[src/rtl/seqdiv_pkg.sv]
// Package: shared constants for the sequential divider.
// Assumes: consumers take W from their own parameter; this only supplies the default.
package seqdiv_pkg;
    parameter int unsigned SEQDIV_W_DEFAULT = 16;
endpackage

[src/rtl/seqdiv_ovf_check.sv]
// Module: overflow predictor.
// Decides from sign bits whether the quotient of {hi, lo} / dvsr would exceed W bits.
// Assumes: unsigned operands; result is purely combinational.
module seqdiv_ovf_check #(
    parameter int unsigned W = seqdiv_pkg::SEQDIV_W_DEFAULT
) (
    input  logic [W-1:0] hi_i,
    input  logic [W-1:0] dvsr_i,
    output logic         ovf_o
);
    logic diff_neg;
    logic hi_top;
    logic dv_top;

    // Purpose: pick out the sign bits that the decision uses.
    always_comb begin
        hi_top   = hi_i[W-1];
        dv_top   = dvsr_i[W-1];
        diff_neg = ((hi_i - dvsr_i) >> (W - 1)) != '0;
    end

    // Purpose: overflow when the high word is at least the divisor, found from the signs.
    always_comb begin
        ovf_o = (!dv_top && hi_top) || ((dv_top == hi_top) && !diff_neg);
    end
endmodule

[src/rtl/seqdiv_step.sv]
// Module: one restoring shift-and-subtract step.
// Shifts {rem, quo} left by one, then subtracts the divisor when that fits,
// and sets the new quotient bit.
// Assumes: rem_i < dvsr_i on entry, so the updated remainder fits in W bits.
module seqdiv_step #(
    parameter int unsigned W = seqdiv_pkg::SEQDIV_W_DEFAULT
) (
    input  logic [W-1:0] rem_i,
    input  logic [W-1:0] quo_i,
    input  logic [W-1:0] dvsr_i,
    output logic [W-1:0] rem_o,
    output logic [W-1:0] quo_o
);
    logic [W:0]   shifted;
    logic [W-1:0] reduced;
    logic         fits;

    // Purpose: form the (W+1)-bit shifted remainder and its trial difference.
    always_comb begin
        shifted = {rem_i, quo_i[W-1]};
        fits    = shifted >= {1'b0, dvsr_i};
        reduced = shifted[W-1:0] - dvsr_i;
    end

    // Purpose: choose the restored or the reduced remainder and insert the quotient bit.
    always_comb begin
        rem_o = fits ? reduced : shifted[W-1:0];
        quo_o = {quo_i[W-2:0], fits};
    end
endmodule

[src/rtl/seqdiv_ctrl.sv]
// Module: sequencing for the divider.
// Accepts a start when idle, counts W steps (the first one on the accept edge),
// and pulses done either at once on overflow or after the last step.
// Assumes: W >= 2.
module seqdiv_ctrl #(
    parameter int unsigned W = seqdiv_pkg::SEQDIV_W_DEFAULT
) (
    input  logic clk,
    input  logic rst_n,
    input  logic start_i,
    input  logic ovf_now_i,
    output logic accept_o,
    output logic busy_o,
    output logic done_o
);
    localparam int unsigned CW = (W > 2) ? $clog2(W) : 1;
    localparam logic [CW-1:0] LAST_CNT = CW'(W - 1);

    logic [CW-1:0] step_cnt;

    // Purpose: a start is taken only while idle.
    always_comb begin
        accept_o = start_i && !busy_o;
    end

    // Purpose: advance the busy/done state and the step counter.
    always_ff @(posedge clk) begin
        if (!rst_n) begin
            busy_o   <= 1'b0;
            done_o   <= 1'b0;
            step_cnt <= '0;
        end else if (accept_o) begin
            step_cnt <= CW'(1);
            busy_o   <= !ovf_now_i;
            done_o   <= ovf_now_i;
        end else if (busy_o) begin
            step_cnt <= step_cnt + CW'(1);
            if (step_cnt == LAST_CNT) begin
                busy_o <= 1'b0;
                done_o <= 1'b1;
            end else begin
                done_o <= 1'b0;
            end
        end else begin
            done_o <= 1'b0;
        end
    end

    // the counter never rests at zero while a division runs
    p_cnt_live_r5: assert property (@(posedge clk) disable iff (!rst_n)
        busy_o |-> (step_cnt != '0));
    // done never overlaps a running division
    p_busy_no_done_r5: assert property (@(posedge clk) disable iff (!rst_n)
        busy_o |-> !done_o);
    // the final step ends the run with a done pulse
    p_last_step_r5: assert property (@(posedge clk) disable iff (!rst_n)
        (busy_o && step_cnt == LAST_CNT) |=> (done_o && !busy_o));
endmodule

[src/rtl/seqdiv_top.sv]
// Module: sequential unsigned divider, 2W-bit dividend by W-bit divisor.
// Predicts overflow at the start, then performs W restoring steps, one per clock.
// The high register becomes the remainder and the low register the quotient.
// Assumes: start_i is a one-cycle request; operands are valid while it is high.
module seqdiv_top #(
    parameter int unsigned W = seqdiv_pkg::SEQDIV_W_DEFAULT
) (
    input  logic         clk,
    input  logic         rst_n,
    input  logic         start_i,
    input  logic [W-1:0] dvd_hi_i,
    input  logic [W-1:0] dvd_lo_i,
    input  logic [W-1:0] dvsr_i,
    output logic         done_o,
    output logic [W-1:0] quot_o,
    output logic [W-1:0] rem_o,
    output logic         ovf_o
);
    logic         accept;
    logic         busy;
    logic         ovf_now;
    logic [W-1:0] hi_r;
    logic [W-1:0] lo_r;
    logic [W-1:0] dvsr_r;
    logic         ovf_r;
    logic [W-1:0] step_rem_in;
    logic [W-1:0] step_quo_in;
    logic [W-1:0] step_dvsr;
    logic [W-1:0] step_rem;
    logic [W-1:0] step_quo;

    seqdiv_ovf_check #(.W(W)) u_ovf (
        .hi_i   (dvd_hi_i),
        .dvsr_i (dvsr_i),
        .ovf_o  (ovf_now)
    );

    seqdiv_ctrl #(.W(W)) u_ctrl (
        .clk       (clk),
        .rst_n     (rst_n),
        .start_i   (start_i),
        .ovf_now_i (ovf_now),
        .accept_o  (accept),
        .busy_o    (busy),
        .done_o    (done_o)
    );

    // Purpose: feed the step from the ports on the accept edge and from the registers afterwards.
    always_comb begin
        step_rem_in = busy ? hi_r   : dvd_hi_i;
        step_quo_in = busy ? lo_r   : dvd_lo_i;
        step_dvsr   = busy ? dvsr_r : dvsr_i;
    end

    seqdiv_step #(.W(W)) u_step (
        .rem_i  (step_rem_in),
        .quo_i  (step_quo_in),
        .dvsr_i (step_dvsr),
        .rem_o  (step_rem),
        .quo_o  (step_quo)
    );

    // Purpose: hold the working words, the captured divisor and the overflow flag.
    always_ff @(posedge clk) begin
        if (!rst_n) begin
            hi_r   <= '0;
            lo_r   <= '0;
            dvsr_r <= '0;
            ovf_r  <= 1'b0;
        end else if (accept) begin
            dvsr_r <= dvsr_i;
            ovf_r  <= ovf_now;
            if (ovf_now) begin
                hi_r <= dvd_hi_i;
                lo_r <= dvd_lo_i;
            end else begin
                hi_r <= step_rem;
                lo_r <= step_quo;
            end
        end else if (busy) begin
            hi_r <= step_rem;
            lo_r <= step_quo;
        end
    end

    // Purpose: present the working words as results.
    always_comb begin
        quot_o = lo_r;
        rem_o  = hi_r;
        ovf_o  = ovf_r;
    end

    // the sign-bit prediction agrees with a plain magnitude comparison
    p_ovf_match_r2: assert property (@(posedge clk) disable iff (!rst_n)
        accept |=> (ovf_o == ($past(dvd_hi_i) >= $past(dvsr_i))));
    // an overflowing start finishes on the very next cycle with operands returned
    p_ovf_fast_r3: assert property (@(posedge clk) disable iff (!rst_n)
        (accept && ovf_now) |=> (done_o && quot_o == $past(dvd_lo_i) && rem_o == $past(dvd_hi_i)));
    // a completed division leaves a remainder below the divisor
    p_rem_small_r4: assert property (@(posedge clk) disable iff (!rst_n)
        (done_o && !ovf_o) |-> (rem_o < dvsr_r));
    // the partial remainder stays below the divisor throughout the run
    p_partial_bound_r4: assert property (@(posedge clk) disable iff (!rst_n)
        busy |-> (hi_r < dvsr_r));
    // a start while busy leaves the captured divisor alone
    p_busy_start_ignored_r6: assert property (@(posedge clk) disable iff (!rst_n)
        (busy && start_i) |=> $stable(dvsr_r));
    // idle without a start keeps results steady
    p_hold_results_r7: assert property (@(posedge clk) disable iff (!rst_n)
        (!busy && !start_i) |=> ($stable(quot_o) && $stable(rem_o) && $stable(ovf_o)));
endmodule

[config.mk]
export PLATFORM = sky130hd
export DESIGN_NAME = seqdiv_top
export DESIGN_NICKNAME = d
export VERILOG_FILES = /design/src/rtl/seqdiv_pkg.sv /design/src/rtl/seqdiv_ovf_check.sv /design/src/rtl/seqdiv_step.sv /design/src/rtl/seqdiv_ctrl.sv /design/src/rtl/seqdiv_top.sv
export SDC_FILE = /design/constraint.sdc
export NUM_CORES = 1
export LEC_CHECK = 0
export ABC_CLOCK_PERIOD_IN_PS = 6600
export BUFFER_PORTS_ARGS = -buffer_cell sky130_fd_sc_hd__buf_2
export CORE_UTILIZATION = 35
export DETAILED_ROUTE_END_ITERATION = 8
export PLACE_DENSITY_LB_ADDON = 0.08
export SLEW_MARGIN = 20
export SYNTH_ARGS = -nofsm -noshare
export SYNTH_HDL_FRONTEND = slang
export SYNTH_SLANG_ARGS = --single-unit
[constraint.sdc]
create_clock -name clk -period 6.6 [get_ports clk]
set_input_delay 0.66 -clock clk [delete_from_list [all_inputs] [get_ports clk]]
set_output_delay 0.66 -clock clk [all_outputs]
set_load 0.05 [all_outputs]
==> impl_metrics.env <==
export IMPL_outcome="finished, final reports clean"
export IMPL_areaGrowthSynthToFinish_pct=15.8
export IMPL_clkLatencyLatePin_ps=310
export IMPL_power_per_cell_area_nw_per_um2=273
export IMPL_synth_main_ff_cell="dfxtp_1"
export IMPL_core_area_um2=11500
export IMPL_antenna_found_initial=0
export IMPL_yosys_top_cells_area="dfxtp_1 (27%), mux2i_1 (9.7%), ha_1 (9.4%), a21oi_1 (7.7%), mux2_2 (4.4%)"
export IMPL_synth_distinct_cells=56
export IMPL_grt_pass1_wl_um=19000
export IMPL_syn_nets=600
export IMPL_vdd_drop_max_mv=0.126
export IMPL_muxShareOfSynthArea=0.143
export IMPL_synthArstFlopShare=0
export IMPL_synth_top_cell_area_share=0.266
export IMPL_synth_xor_area_frac=0.0296
export IMPL_synth_warnings=0
export IMPL_final_common_cell="buf_2"
export IMPL_io_buffers=84
export IMPL_met3_usage=0.0306
export IMPL_layout_common_cells="buf_2 (84), a21oi_1 (64), dfxtp_1 (54)"
export IMPL_rsz0062_at_grt="no"
export IMPL_slew_headroom=0.283
export IMPL_cts_buffer_depth=2
export IMPL_max_cap_viol_count=0
export IMPL_reg2reg_depth=12
export IMPL_r2r_slack_ps=2750
export IMPL_drive_gt1_frac=0.204
export IMPL_endpoint="rem_o[14]"
export IMPL_clock_skew_ps=7.12
export IMPL_rows=39
export IMPL_antenna_left=0
export IMPL_cts_root_buf="clkbuf_16"
export IMPL_placed_area_um2=4630
export IMPL_clkTransAtPathRegs_ps=70
export IMPL_hold_viol_final=0
export IMPL_pin_count=85
export IMPL_synthAdderAreaFrac=0.103
export IMPL_synth_compound_area_frac=0.261
export IMPL_die_area_um2=12300
export IMPL_synth_top_family_by_area="compound AO/OA/AOI/OAI gates"
export IMPL_detailed_place_hpwl_um=8020
export IMPL_cts_buffers=5
export IMPL_cp_end_kind="flop"
export IMPL_layout_min_cycle_time_ps=3920
export IMPL_cts_setup_buffers=0
export IMPL_nNetsFinal=661
export IMPL_via_per_inst=5.36
export IMPL_nFillCells=1174
export IMPL_cellLeakagePower_nw=2.17
export IMPL_tightest_slew_ps=1070
export IMPL_drtIter0Drc=194
export IMPL_critical_path_class="input port to flop"
export IMPL_fmaxAchievable_mhz=255
export IMPL_cts_sinks=55
export IMPL_cts_max_level=2
export IMPL_routed_wirelength_um=11600
export IMPL_antenna_cells=0
export IMPL_fp_dieW_um=111
export IMPL_die_y_um=111
export IMPL_fin_tns_setup_ps=0
export IMPL_grt_max_degree=54
export IMPL_wl_per_cell_um=16.1
export IMPL_worst_r2r_endpoint="rem_o[12]"
export IMPL_track_usage=0.194
export IMPL_busiest_layer="met2"
export IMPL_synth_top_area_cell="dfxtp_1"
export IMPL_finalInstanceArea_um2=4790
export IMPL_grt_overflow_total=0
export IMPL_yosys_area_share_simple=0.140
export IMPL_syn_inst=516
export IMPL_ys_seq_area_frac=0.266
export IMPL_yosys_register_bits=55
export IMPL_worst_path_max_fanout=19
export IMPL_vias=3864
export IMPL_critPathLaunch="dvd_hi_i[8]"
export IMPL_regToRegStartpoint="u_ctrl.busy_o"
export IMPL_setup_violations=0
export IMPL_gp_congestion=0.808
export IMPL_post_cts_resized=0
export IMPL_grt_pass1_vias=3646
export IMPL_drcViolationCount=0
export IMPL_dr_pass1_iters=4
export IMPL_cts_hold_buf=0
export IMPL_synth_edff_count=0
export IMPL_arrival_ps=4160
export IMPL_use_met2=0.305
export IMPL_use_met1=0.275
export IMPL_cp_start_kind="input port"
export IMPL_period_share=0.594
export IMPL_initial_core_util=0.361
export IMPL_netlist_area_um2=4140
export IMPL_cts_tree="built"
export IMPL_required_ps=6830
export IMPL_syn_avg_cell_area_um2=8.02
export IMPL_hp_class="flop to flop"
export IMPL_maxSlewViolCount=0
[critical path, stage by stage]
cell and delay, ps:
buf_2 120, ha_1 300, a21o_1 170, a21o_1 170
a21oi_1 180, o21ai_0 130, a21oi_1 170, fa_1 920
nand2b_1 690, o22ai_1 130, a221o_1 380, a31oi_1 140
[power breakdown]
part	switching, W	internal (W)
clock	0.000134	0.000180
combinational	0.000365	0.000216
sequential	0.0000401	0.000372
[cell type report]
type	instances	area, µm²	share of cell area
repair buffers	88	450	0.0940
flip-flops and latches	55	1100	0.230
inverters	23	86.3	0.0180
well taps	143	179	0.0373
clock inverters	2	37.5	0.00783
clock buffers	6	129	0.0269
multi-input cells	404	2810	0.585
[cells by family (layout without fill, tap and decap cells)]
group           Yosys count  in the layout
simple gates            128            128
mux                      57             57
compound gates          172            172
xor+xnor                 14             14
fa+ha+maj                33             33
flops                    55             55
buf+inv                  57            119
[flip-flops by register name, indices dropped and copies added, names as in the netlist]
signal / count
rem_o: 16
u_ctrl.busy_o: 1
quot_o: 16
ovf_o: 1
u_ctrl.done_o: 1
u_ctrl.step_cnt: 4
dvsr_r: 16
[how the worst min path moves through the flow]
| stage | startpoint | end | slack, ps | cells after the start |
|---|---|---|---|---|
| 3_5_place_dp | dvsr_r[10] | dvsr_r[10] | 450 | 2 |
| 2_1_floorplan | dvsr_r[0] | dvsr_r[0] | 430 | 2 |
| 6_report | dvsr_r[8] | dvsr_r[8] | 460 | 2 |
| 4_1_cts | dvsr_r[10] | dvsr_r[10] | 460 | 2 |
| 5_1_grt | dvsr_r[8] | dvsr_r[8] | 480 | 2 |
| 3_3_place_gp | dvsr_r[0] | dvsr_r[0] | 440 | 2 |
[per-stage QoR]
step | std cells | util | setup WS [ps] | power (W) | hold WS (ps)
after floorplan | 516 | - | 3140 | 0.000867 | 433
after global placement | 713 | 0.403 | 2440 | 0.000998 | 440
after detailed placement | 713 | 0.403 | 2380 | 0.00100 | 449
after CTS | 721 | 0.418 | 2660 | 0.00132 | 459
after global routing | 721 | 0.418 | 2400 | 0.00140 | 479
final | 721 | 0.418 | 2680 | 0.00131 | 456
[synthesized netlist by cell type (all sizes together) (2+ instances only)]
master	instances
a21oi	65
dfxtp	55
nor2	48
nand2	43
mux2i	40
ha	31
o21ai	30
clkbuf	23
inv	22
a211oi	21
mux2	17
o22a	12
a21o	11
buf	11
a31oi	8
nor3	8
xor2	8
xnor2	6
nand4	5
nor2b	5
and4	3
nand2b	3
nor3b	3
o21a	3
o22ai	3
a2111oi	2
a221o	2
a22oi	2
a41oi	2
and2	2
and3	2
fa	2
nand3	2
or3	2
[per-layer routing]
layer,routed length [µm],share of wire,vias to the layer above
li1,-,-,1999
met1,5770,0.50,1771
met2,5170,0.45,84
met3,524,0.045,10
met4,128,0.011,0
met5,0,0,-
Note: power is estimated with default switching activity, not from simulation.
